`src/rtl/madc_pkg.sv`:
```
package madc_pkg;

  typedef enum logic [2:0] {
    SL_IDLE = 3'd0,
    SL_U    = 3'd1,
    SL_V    = 3'd2,
    SL_W    = 3'd3,
    SL_AUX  = 3'd4
  } slot_e;

  typedef struct packed {
    logic u_en;
    logic aux_en;
  } scan_set_t;

  function automatic slot_e first_slot(scan_set_t s);
    return s.u_en ? SL_U : SL_V;
  endfunction

  function automatic slot_e next_slot(slot_e cur, scan_set_t s);
    case (cur)
      SL_U:    return SL_V;
      SL_V:    return SL_W;
      SL_W:    return s.aux_en ? SL_AUX : SL_IDLE;
      default: return SL_IDLE;
    endcase
  endfunction

endpackage

```
`src/rtl/madc_cfg_reg.sv`:
```
module madc_cfg_reg
  import madc_pkg::*;
#(
  parameter int AUX_SEL_W = 2
) (
  input  logic                 clk_i,
  input  logic                 rst_ni,
  input  logic                 we_i,
  input  logic                 u_en_i,
  input  logic                 aux_en_i,
  input  logic [AUX_SEL_W-1:0] aux_sel_i,
  output scan_set_t            set_o,
  output logic [AUX_SEL_W-1:0] aux_sel_o
);

  scan_set_t            set_q;
  logic [AUX_SEL_W-1:0] sel_q;

  always_ff @(posedge clk_i or negedge rst_ni) begin
    if (!rst_ni) begin
      set_q <= '0;
      sel_q <= '0;
    end else if (we_i) begin
      set_q.u_en   <= u_en_i;
      set_q.aux_en <= aux_en_i;
      sel_q        <= aux_sel_i;
    end
  end

  assign set_o     = set_q;
  assign aux_sel_o = sel_q;

endmodule

```
`src/rtl/madc_scan_ctrl.sv`:
```
module madc_scan_ctrl
  import madc_pkg::*;
#(
  parameter int AUX_SEL_W = 2,
  parameter int CH_W      = AUX_SEL_W + 1
) (
  input  logic                 clk_i,
  input  logic                 rst_ni,
  input  logic                 start_i,
  input  scan_set_t            set_i,
  input  logic [AUX_SEL_W-1:0] aux_sel_i,
  input  logic                 conv_done_i,
  output logic                 conv_req_o,
  output logic [CH_W-1:0]      conv_ch_o,
  output logic                 store_o,
  output logic                 scan_done_o
);

  localparam int N_AUX = 1 << AUX_SEL_W;
  localparam logic [CH_W-1:0] CODE_U = CH_W'(0);
  localparam logic [CH_W-1:0] CODE_V = CH_W'(1);
  localparam logic [CH_W-1:0] CODE_W = CH_W'(2);
  localparam logic [CH_W-1:0] CODE_AUX0 = CH_W'(N_AUX);

  slot_e                slot_q;
  slot_e                slot_nx;
  scan_set_t            lat_set_q;
  logic [AUX_SEL_W-1:0] lat_sel_q;
  logic                 done_q;
  logic                 accept;
  logic                 step;
  logic                 last;

  assign accept  = (slot_q == SL_IDLE) && start_i;
  assign step    = (slot_q != SL_IDLE) && conv_done_i;
  assign slot_nx = next_slot(slot_q, lat_set_q);
  assign last    = step && (slot_nx == SL_IDLE);

  always_ff @(posedge clk_i or negedge rst_ni) begin
    if (!rst_ni) begin
      slot_q    <= SL_IDLE;
      lat_set_q <= '0;
      lat_sel_q <= '0;
      done_q    <= 1'b0;
    end else begin
      done_q <= last;
      if (accept) begin
        slot_q    <= first_slot(set_i);
        lat_set_q <= set_i;
        lat_sel_q <= aux_sel_i;
      end else if (step) begin
        slot_q <= slot_nx;
      end
    end
  end

  always_comb begin
    case (slot_q)
      SL_U:    conv_ch_o = CODE_U;
      SL_V:    conv_ch_o = CODE_V;
      SL_W:    conv_ch_o = CODE_W;
      SL_AUX:  conv_ch_o = CODE_AUX0 | CH_W'(lat_sel_q);
      default: conv_ch_o = '0;
    endcase
  end

  assign conv_req_o  = (slot_q != SL_IDLE);
  assign store_o     = step;
  assign scan_done_o = done_q;

endmodule

```
`src/rtl/madc_result_bank.sv`:
```
module madc_result_bank #(
  parameter int DATA_W    = 12,
  parameter int AUX_SEL_W = 2,
  parameter int CH_W      = AUX_SEL_W + 1
) (
  input  logic              clk_i,
  input  logic              rst_ni,
  input  logic              wr_en_i,
  input  logic [CH_W-1:0]   wr_ch_i,
  input  logic [DATA_W-1:0] wr_data_i,
  input  logic [CH_W-1:0]   rd_ch_i,
  output logic [DATA_W-1:0] rd_data_o
);

  localparam int N_AUX  = 1 << AUX_SEL_W;
  localparam int N_CODE = 1 << CH_W;
  localparam int N_PH   = 3;

  logic [DATA_W-1:0] bank [N_CODE];

  for (genvar c = 0; c < N_CODE; c++) begin : g_slot
    if (c < N_PH || c >= N_AUX) begin : g_reg
      logic [DATA_W-1:0] q;
      always_ff @(posedge clk_i or negedge rst_ni) begin
        if (!rst_ni)                                  q <= '0;
        else if (wr_en_i && wr_ch_i == CH_W'(c))      q <= wr_data_i;
      end
      assign bank[c] = q;
    end else begin : g_gap
      assign bank[c] = '0;
    end
  end

  assign rd_data_o = bank[rd_ch_i];

endmodule

```
`src/rtl/madc_scan_seq.sv`:
```
module madc_scan_seq
  import madc_pkg::*;
#(
  parameter int DATA_W    = 12,
  parameter int AUX_SEL_W = 2
) (
  input  logic                 clk_i,
  input  logic                 rst_ni,
  input  logic                 cfg_we_i,
  input  logic                 cfg_u_en_i,
  input  logic                 cfg_aux_en_i,
  input  logic [AUX_SEL_W-1:0] cfg_aux_sel_i,
  input  logic                 start_i,
  output logic                 conv_req_o,
  output logic [AUX_SEL_W:0]   conv_ch_o,
  input  logic                 conv_done_i,
  input  logic [DATA_W-1:0]    conv_data_i,
  output logic                 busy_o,
  output logic                 scan_done_o,
  input  logic [AUX_SEL_W:0]   rd_ch_i,
  output logic [DATA_W-1:0]    rd_data_o
);

  localparam int CH_W  = AUX_SEL_W + 1;
  localparam int N_AUX = 1 << AUX_SEL_W;

  scan_set_t            set_w;
  logic [AUX_SEL_W-1:0] sel_w;
  logic                 store_w;

  madc_cfg_reg #(.AUX_SEL_W(AUX_SEL_W)) u_cfg (
    .clk_i     (clk_i),
    .rst_ni    (rst_ni),
    .we_i      (cfg_we_i),
    .u_en_i    (cfg_u_en_i),
    .aux_en_i  (cfg_aux_en_i),
    .aux_sel_i (cfg_aux_sel_i),
    .set_o     (set_w),
    .aux_sel_o (sel_w)
  );

  madc_scan_ctrl #(.AUX_SEL_W(AUX_SEL_W), .CH_W(CH_W)) u_ctrl (
    .clk_i       (clk_i),
    .rst_ni      (rst_ni),
    .start_i     (start_i),
    .set_i       (set_w),
    .aux_sel_i   (sel_w),
    .conv_done_i (conv_done_i),
    .conv_req_o  (conv_req_o),
    .conv_ch_o   (conv_ch_o),
    .store_o     (store_w),
    .scan_done_o (scan_done_o)
  );

  madc_result_bank #(.DATA_W(DATA_W), .AUX_SEL_W(AUX_SEL_W), .CH_W(CH_W)) u_bank (
    .clk_i     (clk_i),
    .rst_ni    (rst_ni),
    .wr_en_i   (store_w),
    .wr_ch_i   (conv_ch_o),
    .wr_data_i (conv_data_i),
    .rd_ch_i   (rd_ch_i),
    .rd_data_o (rd_data_o)
  );

  assign busy_o = conv_req_o;

endmodule

```
`config.mk`:
```
export PLATFORM = sky130hd
export DESIGN_NAME = madc_scan_seq
export DESIGN_NICKNAME = d
export VERILOG_FILES = /design/src/rtl/madc_pkg.sv /design/src/rtl/madc_cfg_reg.sv /design/src/rtl/madc_scan_ctrl.sv /design/src/rtl/madc_result_bank.sv /design/src/rtl/madc_scan_seq.sv
export SDC_FILE = /design/constraint.sdc
export NUM_CORES = 1
export LEC_CHECK = 0
export BUFFER_PORTS_ARGS = -buffer_cell sky130_fd_sc_hd__buf_2
export CORE_UTILIZATION = 45
export CTS_CLUSTER_SIZE = 40
export DETAILED_ROUTE_END_ITERATION = 6
export GPL_TIMING_DRIVEN = 0
export HOLD_SLACK_MARGIN = 0.05
export PLACE_DENSITY_LB_ADDON = 0.08
export SETUP_SLACK_MARGIN = 0.15
export SLEW_MARGIN = 20
export SYNTH_ARGS = -nofsm -noshare
export SYNTH_HDL_FRONTEND = slang
export SYNTH_HIERARCHICAL = 1
export SYNTH_SLANG_ARGS = --single-unit
```
`constraint.sdc`:
```
create_clock -name clk_i -period 3.4 [get_ports clk_i]
set_clock_uncertainty 0.1 [all_clocks]
set_input_delay 0.68 -clock clk_i [delete_from_list [all_inputs] [get_ports clk_i]]
set_output_delay 0.68 -clock clk_i [all_outputs]
set_load 0.01 [all_outputs]
```
==> reports/summary.txt, run 1 <==
max_cap viols: 0
Ys Warns: 6
Resized cells post-CTS: 0
leakage power figure: 2.35 nW
Post-Layout Cell Count: 487
DR iter-0 viols: 106
Synth Register Bits: 95
vias in the first global route: 2799
Final Cell Area: 5030 µm²
Final #Nets: 377
Total Wirelength: 9390 µm
count of different cell masters after synthesis: 33
Syn-to-layout area delta: 14.1%
unrepaired setup endpoints after global routing: no
Avg Inst Size Synth: 14.6 µm²
final hold viol count: 0
Post-Synth XOR/XNOR Area: 0%
root buffer cell: clkbuf_8
largest net degree at the start of global routing: 70
Inst Count DP: 471
hpwl dp: 6080 µm
Layout fillers: 852
Sink Count: 95
Syn Std Cell Area: 4410 µm²
DR WL/cell: 19.3 µm
htree depth: 3
final worst slack: 496 ps
fin util: 53.6%
share of cells above drive strength 1: 50.8%
worst hold slack: 77.2 ps
Clock Tree Buf Depth: 2
multiplexer area fraction after synthesis: 32.0%
remaining global-route overflow: 0
first-pass GRT wire length: 15400 µm
post-CTS setup buffers: 0
GRT Util Overall: 20.6%
Power Total: 3.73 mW
Synth Area in Adders: 0%
HP Class: input pin to async pin
Crit path arrival time: 2120 ps
Max FO, Critical Path: 10
Pins Over Slew Limit: 0
status: completed
die extent in y: 101 µm
syn_nets: 326
maximum VDD drop: 322 µV
Multi-input gate area: 1890 µm²
Tmin final: 2900 ps
Cell Pwr Density: 742 nW/µm²
Die Area: 10200 µm²
cts bufs inserted: 9
initial antenna violation count: 0
Initial Utilization: 47.0%
CTS clk-pin slew, worst paths: 100 ps
register area: 2380 µm²
# rows: 35
fin crit share: 85.4%
Die X: 101 µm
# diodes: 0
critical path required time: 2620 ps
setup tns final: 0 ps
main combinational cell family by area after synthesis: multiplexers
register area share after synthesis: 54.0%
Antenna Nets Post-Route: 0
residual DRC count: 0
CTS tree: done
post-synthesis simple-gate area fraction: 5.08%
Core Area: 9370 µm²
worst slack, placed: 276 ps
IO buf count: 39
Least-Margin Pin Slew: 645 ps
cell count after synthesis: 302
final setup fails: 0
CP startpoint kind: input pin
crit path capture type: output port
Post-DP Area: 4800 µm²
Compound-Gate Fraction of Synth Area: 5.77%
Crit Path Class: input pin to output port
later-pin clock latency in the skew report: 350 ps
Ports: 42
Hold-fix buffers, CTS: 0
Rel. slew slack: 56.9%
Vias: 2653
Pre-antenna DRT Iters: 4
f_max: 344 MHz
global placer's final weighted congestion: 0.685
Vias/cell: 5.45
## sequential cells by signal, indices dropped and copies added (netlist names)
signal	cells
u_cfg/aux_sel_o	2
u_cfg/set_o	2
u_bank/g_slot.g_reg.q	84
u_ctrl/lat_set_q	1
u_ctrl/scan_done_o	1
u_ctrl/lat_sel_q	2
u_ctrl/slot_q	3
## final timing paths
check | end | slack (ps) | startpoint | depth (start not counted)
worst max-delay path | rd_data_o[0] | 500 | rd_ch_i[0] | 6
worst min-delay path | u_bank/g_slot[2].g_reg.q[2] | 80 | rst_ni | 1
worst max register to register | u_bank/g_slot[2].g_reg.q[4] | 670 | u_ctrl/slot_q[0] | 7
worst min register to register | u_bank/g_slot[2].g_reg.q[8] | 410 | u_bank/g_slot[2].g_reg.q[8] | 1
max in group asynchronous | u_bank/g_slot[2].g_reg.q[4] | 2510 | rst_ni | 2
min in group clk_i | u_bank/g_slot[2].g_reg.q[8] | 410 | u_bank/g_slot[2].g_reg.q[8] | 1
## critical path, cell delays in order
cell      delay [ps]
buf_2            150
inv_1            100
clkbuf_1         500
a221oi_1         170
a221oi_1         320
buf_2            200
## placed cells by master (no fill, tap or decap), drive strengths merged, types with 2 or more instances in the layout
| cell | Yosys | routed |
|---|---|---|
| a211o | 2 | 2 |
| a221oi | 24 | 24 |
| and2 | 3 | 3 |
| buf | 18 | 58 |
| bufinv | 0 | 2 |
| clkbuf | 3 | 12 |
| dfrtp | 95 | 95 |
| inv | 1 | 4 |
| mux2 | 103 | 103 |
| mux2i | 25 | 25 |
| nand2 | 2 | 2 |
| nand2b | 2 | 2 |
| nand4 | 2 | 2 |
| nand4b | 2 | 2 |
| nor2b | 4 | 4 |
| nor3 | 2 | 2 |
| nor3b | 3 | 3 |
| nor4b | 2 | 2 |
## where the power goes
group          leakage (nW)  total (mW)  internal, mW  switching, mW
sequential             1.22        1.74          1.54          0.206
combinational          1.01        1.15         0.668          0.479
clock                 0.111       0.839         0.424          0.415
## cells by family (layout without fill, tap and decap cells)
kind of cell | count (synthesis) | after routing
AND/OR/NAND/NOR | 27 | 27
multiplexers | 128 | 128
flip-flops | 95 | 95
buffers and inverters | 22 | 78
AO/OA/AOI/OAI | 30 | 30
## area by class of cell
class,count,share of cell area [%]
flip-flops and latches,95,47.3
multi-input cells,185,37.7
repair buffers,40,4.55
well taps,129,3.21
plain buffers,21,2.71
clock buffers,9,2.46
clock inverters,7,2.04
inverters,1,0.0747
## metal layers
metal | part of all wire, % | global-route usage [%]
met3 | 2.8 | 3.19
met2 | 50 | 34.6
met4 | 1.2 | 5.69
met1 | 46 | 27.8
met5 | 0 | 0
## Yosys cell counts
master     instances  area [µm²]
mux2_2           103        1160
dfrtp_1           95        2380
mux2i_1           25         250
a221oi_1          24         210
buf_2              7        35.0
buf_4              7        52.6
nor2b_1            4        25.0
buf_6              3        33.8
clkbuf_1           3        11.3
a211o_1            2        17.5
and2_1             2        12.5
nand2_1            2        7.51
nand2b_1           2        12.5
nand4_1            2        12.5
nand4b_1           2        17.5
nor3b_2            2        25.0
a21oi_1            1        5.00
and2_0             1        6.26
and3b_1            1        8.76
and4bb_1           1        12.5
buf_1              1        3.75
inv_1              1        3.75
nand3b_1           1        7.51
nor3_1             1        5.00
nor3_2             1        10.0
nor3b_1            1        7.51
nor4b_1            1        8.76
nor4b_4            1        23.8
nor4bb_1           1        10.0
o21a_1             1        7.51
o21ai_0            1        5.00
o2bb2ai_1          1        8.76
or3_4              1        11.3
(Power assumes the default switching activity.)
==> inputs of run 2 (changes only) <==
--- a/config.mk
+++ b/config.mk
@@ -11,7 +11,7 @@
 export DETAILED_ROUTE_END_ITERATION = 6
 export GPL_TIMING_DRIVEN = 0
 export HOLD_SLACK_MARGIN = 0.05
-export PLACE_DENSITY_LB_ADDON = 0.08
+export PLACE_DENSITY = 0.64
 export SETUP_SLACK_MARGIN = 0.15
 export SLEW_MARGIN = 20
 export SYNTH_ARGS = -nofsm -noshare
==> run 2 against run 1 <==
Net effect: count of clock-buffer cells in the layout up 1; flip-flop and latch count unchanged; sequential power about the same; non-clock buffer count unchanged; cell area down 0.27%; power down 0.92%; global-route usage down 0.87 points; first-iteration DRC count down 27%; die area unchanged.
==> reports/summary.txt, run 2 (synthesis results as in run 1) <==
status: completed
R2R setup slack: 600 ps (-70 ps)
hpwl dp: 5990 µm (-1.4%)
final setup fails: 0 (unchanged)
initial antenna violation count: 0 (unchanged)
number of flip-flops in the largest register: 84 (unchanged)
CP startpoint kind: input pin
# rows: 35 (unchanged)
htree depth: 3 (unchanged)
Clock Tree Buf Depth: 2 (unchanged)
remaining global-route overflow: 0 (unchanged)
Resized cells post-CTS: 0 (unchanged)
Hold-fix buffers, CTS: 0 (unchanged)
largest net degree at the start of global routing: 59 (-16%)
root buffer cell: clkbuf_8
Vias: 2689 (+1.4%)
first-pass GRT wire length: 15000 µm (-2.1%)
Total Wirelength: 9120 µm (-2.8%)
Least-Margin Pin Slew: 642 ps (-3.37 ps)
CTS tree: done
Initial Utilization: 47.0% (unchanged)
IO buf count: 39 (unchanged)
commonest cells after routing, fill and taps aside: mux2_2, dfrtp_1, buf_2
Final #Nets: 377 (unchanged)
Core Area: 9370 µm² (unchanged)
Pre-antenna DRT Iters: 4 (unchanged)
residual DRC count: 0 (unchanged)
setup tns final: 0 ps (unchanged)
Antenna Nets Post-Route: 0 (unchanged)
unrepaired setup endpoints after global routing: no
CTS clk-pin slew, worst paths: 90 ps (about the same)
most common cell after layout, fill and taps aside: mux2_2
Syn-to-layout area delta: 13.8%
Ports: 42 (unchanged)
post-CTS setup buffers: 0 (unchanged)
fin util: 53.5% (-0.15 points)
vias in the first global route: 2746 (-1.9%)
later-pin clock latency in the skew report: 350 ps (about the same)
final worst slack: 529 ps (+33.2 ps)
critical path required time: 2620 ps (about the same)
Crit Path Class: input pin to output port
HP Class: input pin to async pin
Post-DP Area: 4800 µm² (unchanged)
Max FO, Critical Path: 10 (unchanged)
f_max: 348 MHz (+1.2%)
final hold viol count: 0 (unchanged)
Sink Count: 95 (unchanged)
maximum VDD drop: 253 µV (-21%)
max_cap viols: 0 (unchanged)
Tmin final: 2870 ps (-33.2 ps)
Pins Over Slew Limit: 0 (unchanged)
Rel. slew slack: 57.0% (+0.13 points)
Largest regs: u_bank/g_slot.g_reg.q: 84 flops, u_ctrl/slot_q: 3 flops
Cell Pwr Density: 737 nW/µm² (-0.65%)
share of cells above drive strength 1: 50.6% (-0.28 points)
crit path capture type: output port
die extent in y: 101 µm (unchanged)
Die X: 101 µm (unchanged)
DR WL/cell: 18.7 µm (-2.8%)
global placer's final weighted congestion: 0.725 (+5.8%)
cts bufs inserted: 9 (unchanged)
Layout fillers: 851 (-0.12%)
leakage power figure: 2.34 nW (-0.36%)
Die Area: 10200 µm² (unchanged)
worst slack, placed: 314 ps (+37.6 ps)
fin crit share: 84.4% (-0.98 points)
DR iter-0 viols: 77 (-27%)
# diodes: 0 (unchanged)
worst hold slack: 124 ps (+46.4 ps)
GRT Util Overall: 19.7% (-0.87 points)
Final Cell Area: 5010 µm² (-0.27%)
Crit path arrival time: 2090 ps (-30 ps)
Vias/cell: 5.52 (+1.4%)
Biggest register: u_bank/g_slot.g_reg.q
-- run 2: cell types whose count changed in the layout (fill, tap and decap cells not counted), sizes merged --
cell | before | now
clkinv | 1 | 2
inv | 4 | 1
clkinvlp | 1 | 2
clkbuf | 12 | 13
-- run 2: metrics by stage --
step / power (mW) / instances
after global routing: 3.93 / 487
after detailed placement: 2.92 / 471
after floorplan: 2.60 / 302
after CTS: 3.72 / 487
final: 3.69 / 487
after global placement: 2.86 / 470
-- run 2: final cells by class --
type / count / area, µm² / area share (%)
well taps: 129 / 161 / 3.22
clock buffers: 10 / 128 / 2.55
multi-input cells: 185 / 1890 / 37.8
inverters: 1 / 3.75 / 0.0749
repair buffers: 40 / 229 / 4.57
flip-flops and latches: 95 / 2380 / 47.4
plain buffers: 21 / 136 / 2.72
clock inverters: 6 / 85.1 / 1.70
-- run 2: final timing paths --
| path | cells after the start | end | from |
|---|---|---|---|
| max in group asynchronous | 2 | u_bank/g_slot[6].g_reg.q[1] | rst_ni |
| min in group clk_i | 1 | u_bank/g_slot[4].g_reg.q[1] | u_bank/g_slot[4].g_reg.q[1] |
| max reg2reg | 7 | u_bank/g_slot[2].g_reg.q[4] | u_ctrl/slot_q[0] |
| min | 1 | u_bank/g_slot[6].g_reg.q[10] | rst_ni |
| min reg2reg | 1 | u_bank/g_slot[4].g_reg.q[1] | u_bank/g_slot[4].g_reg.q[1] |
| max | 6 | rd_data_o[0] | rd_ch_i[0] |
-- run 2: power breakdown --
group / switching [mW] / internal [mW] / leakage (nW)
clock network: 0.393 / 0.412 / 0.102
logic: 0.477 / 0.668 / 1.01
registers: 0.207 / 1.54 / 1.22
total: 1.08 / 2.62 / 2.34
-- run 2: routing by layer --
layer / track usage (%) / up-vias / wire length, µm
li1: - / 1239 / -
met1: 29.0 / 1404 / 4630
met2: 30.3 / 41 / 4210
met3: 2.50 / 5 / 216
met4: 6.35 / 0 / 62
met5: 0 / - / 0
-- run 2: worst max-delay path, stage by stage --
cell and delay, ps:
buf_2 160, inv_1 120, clkbuf_1 480, a221oi_1 160, a221oi_1 290, buf_2 200
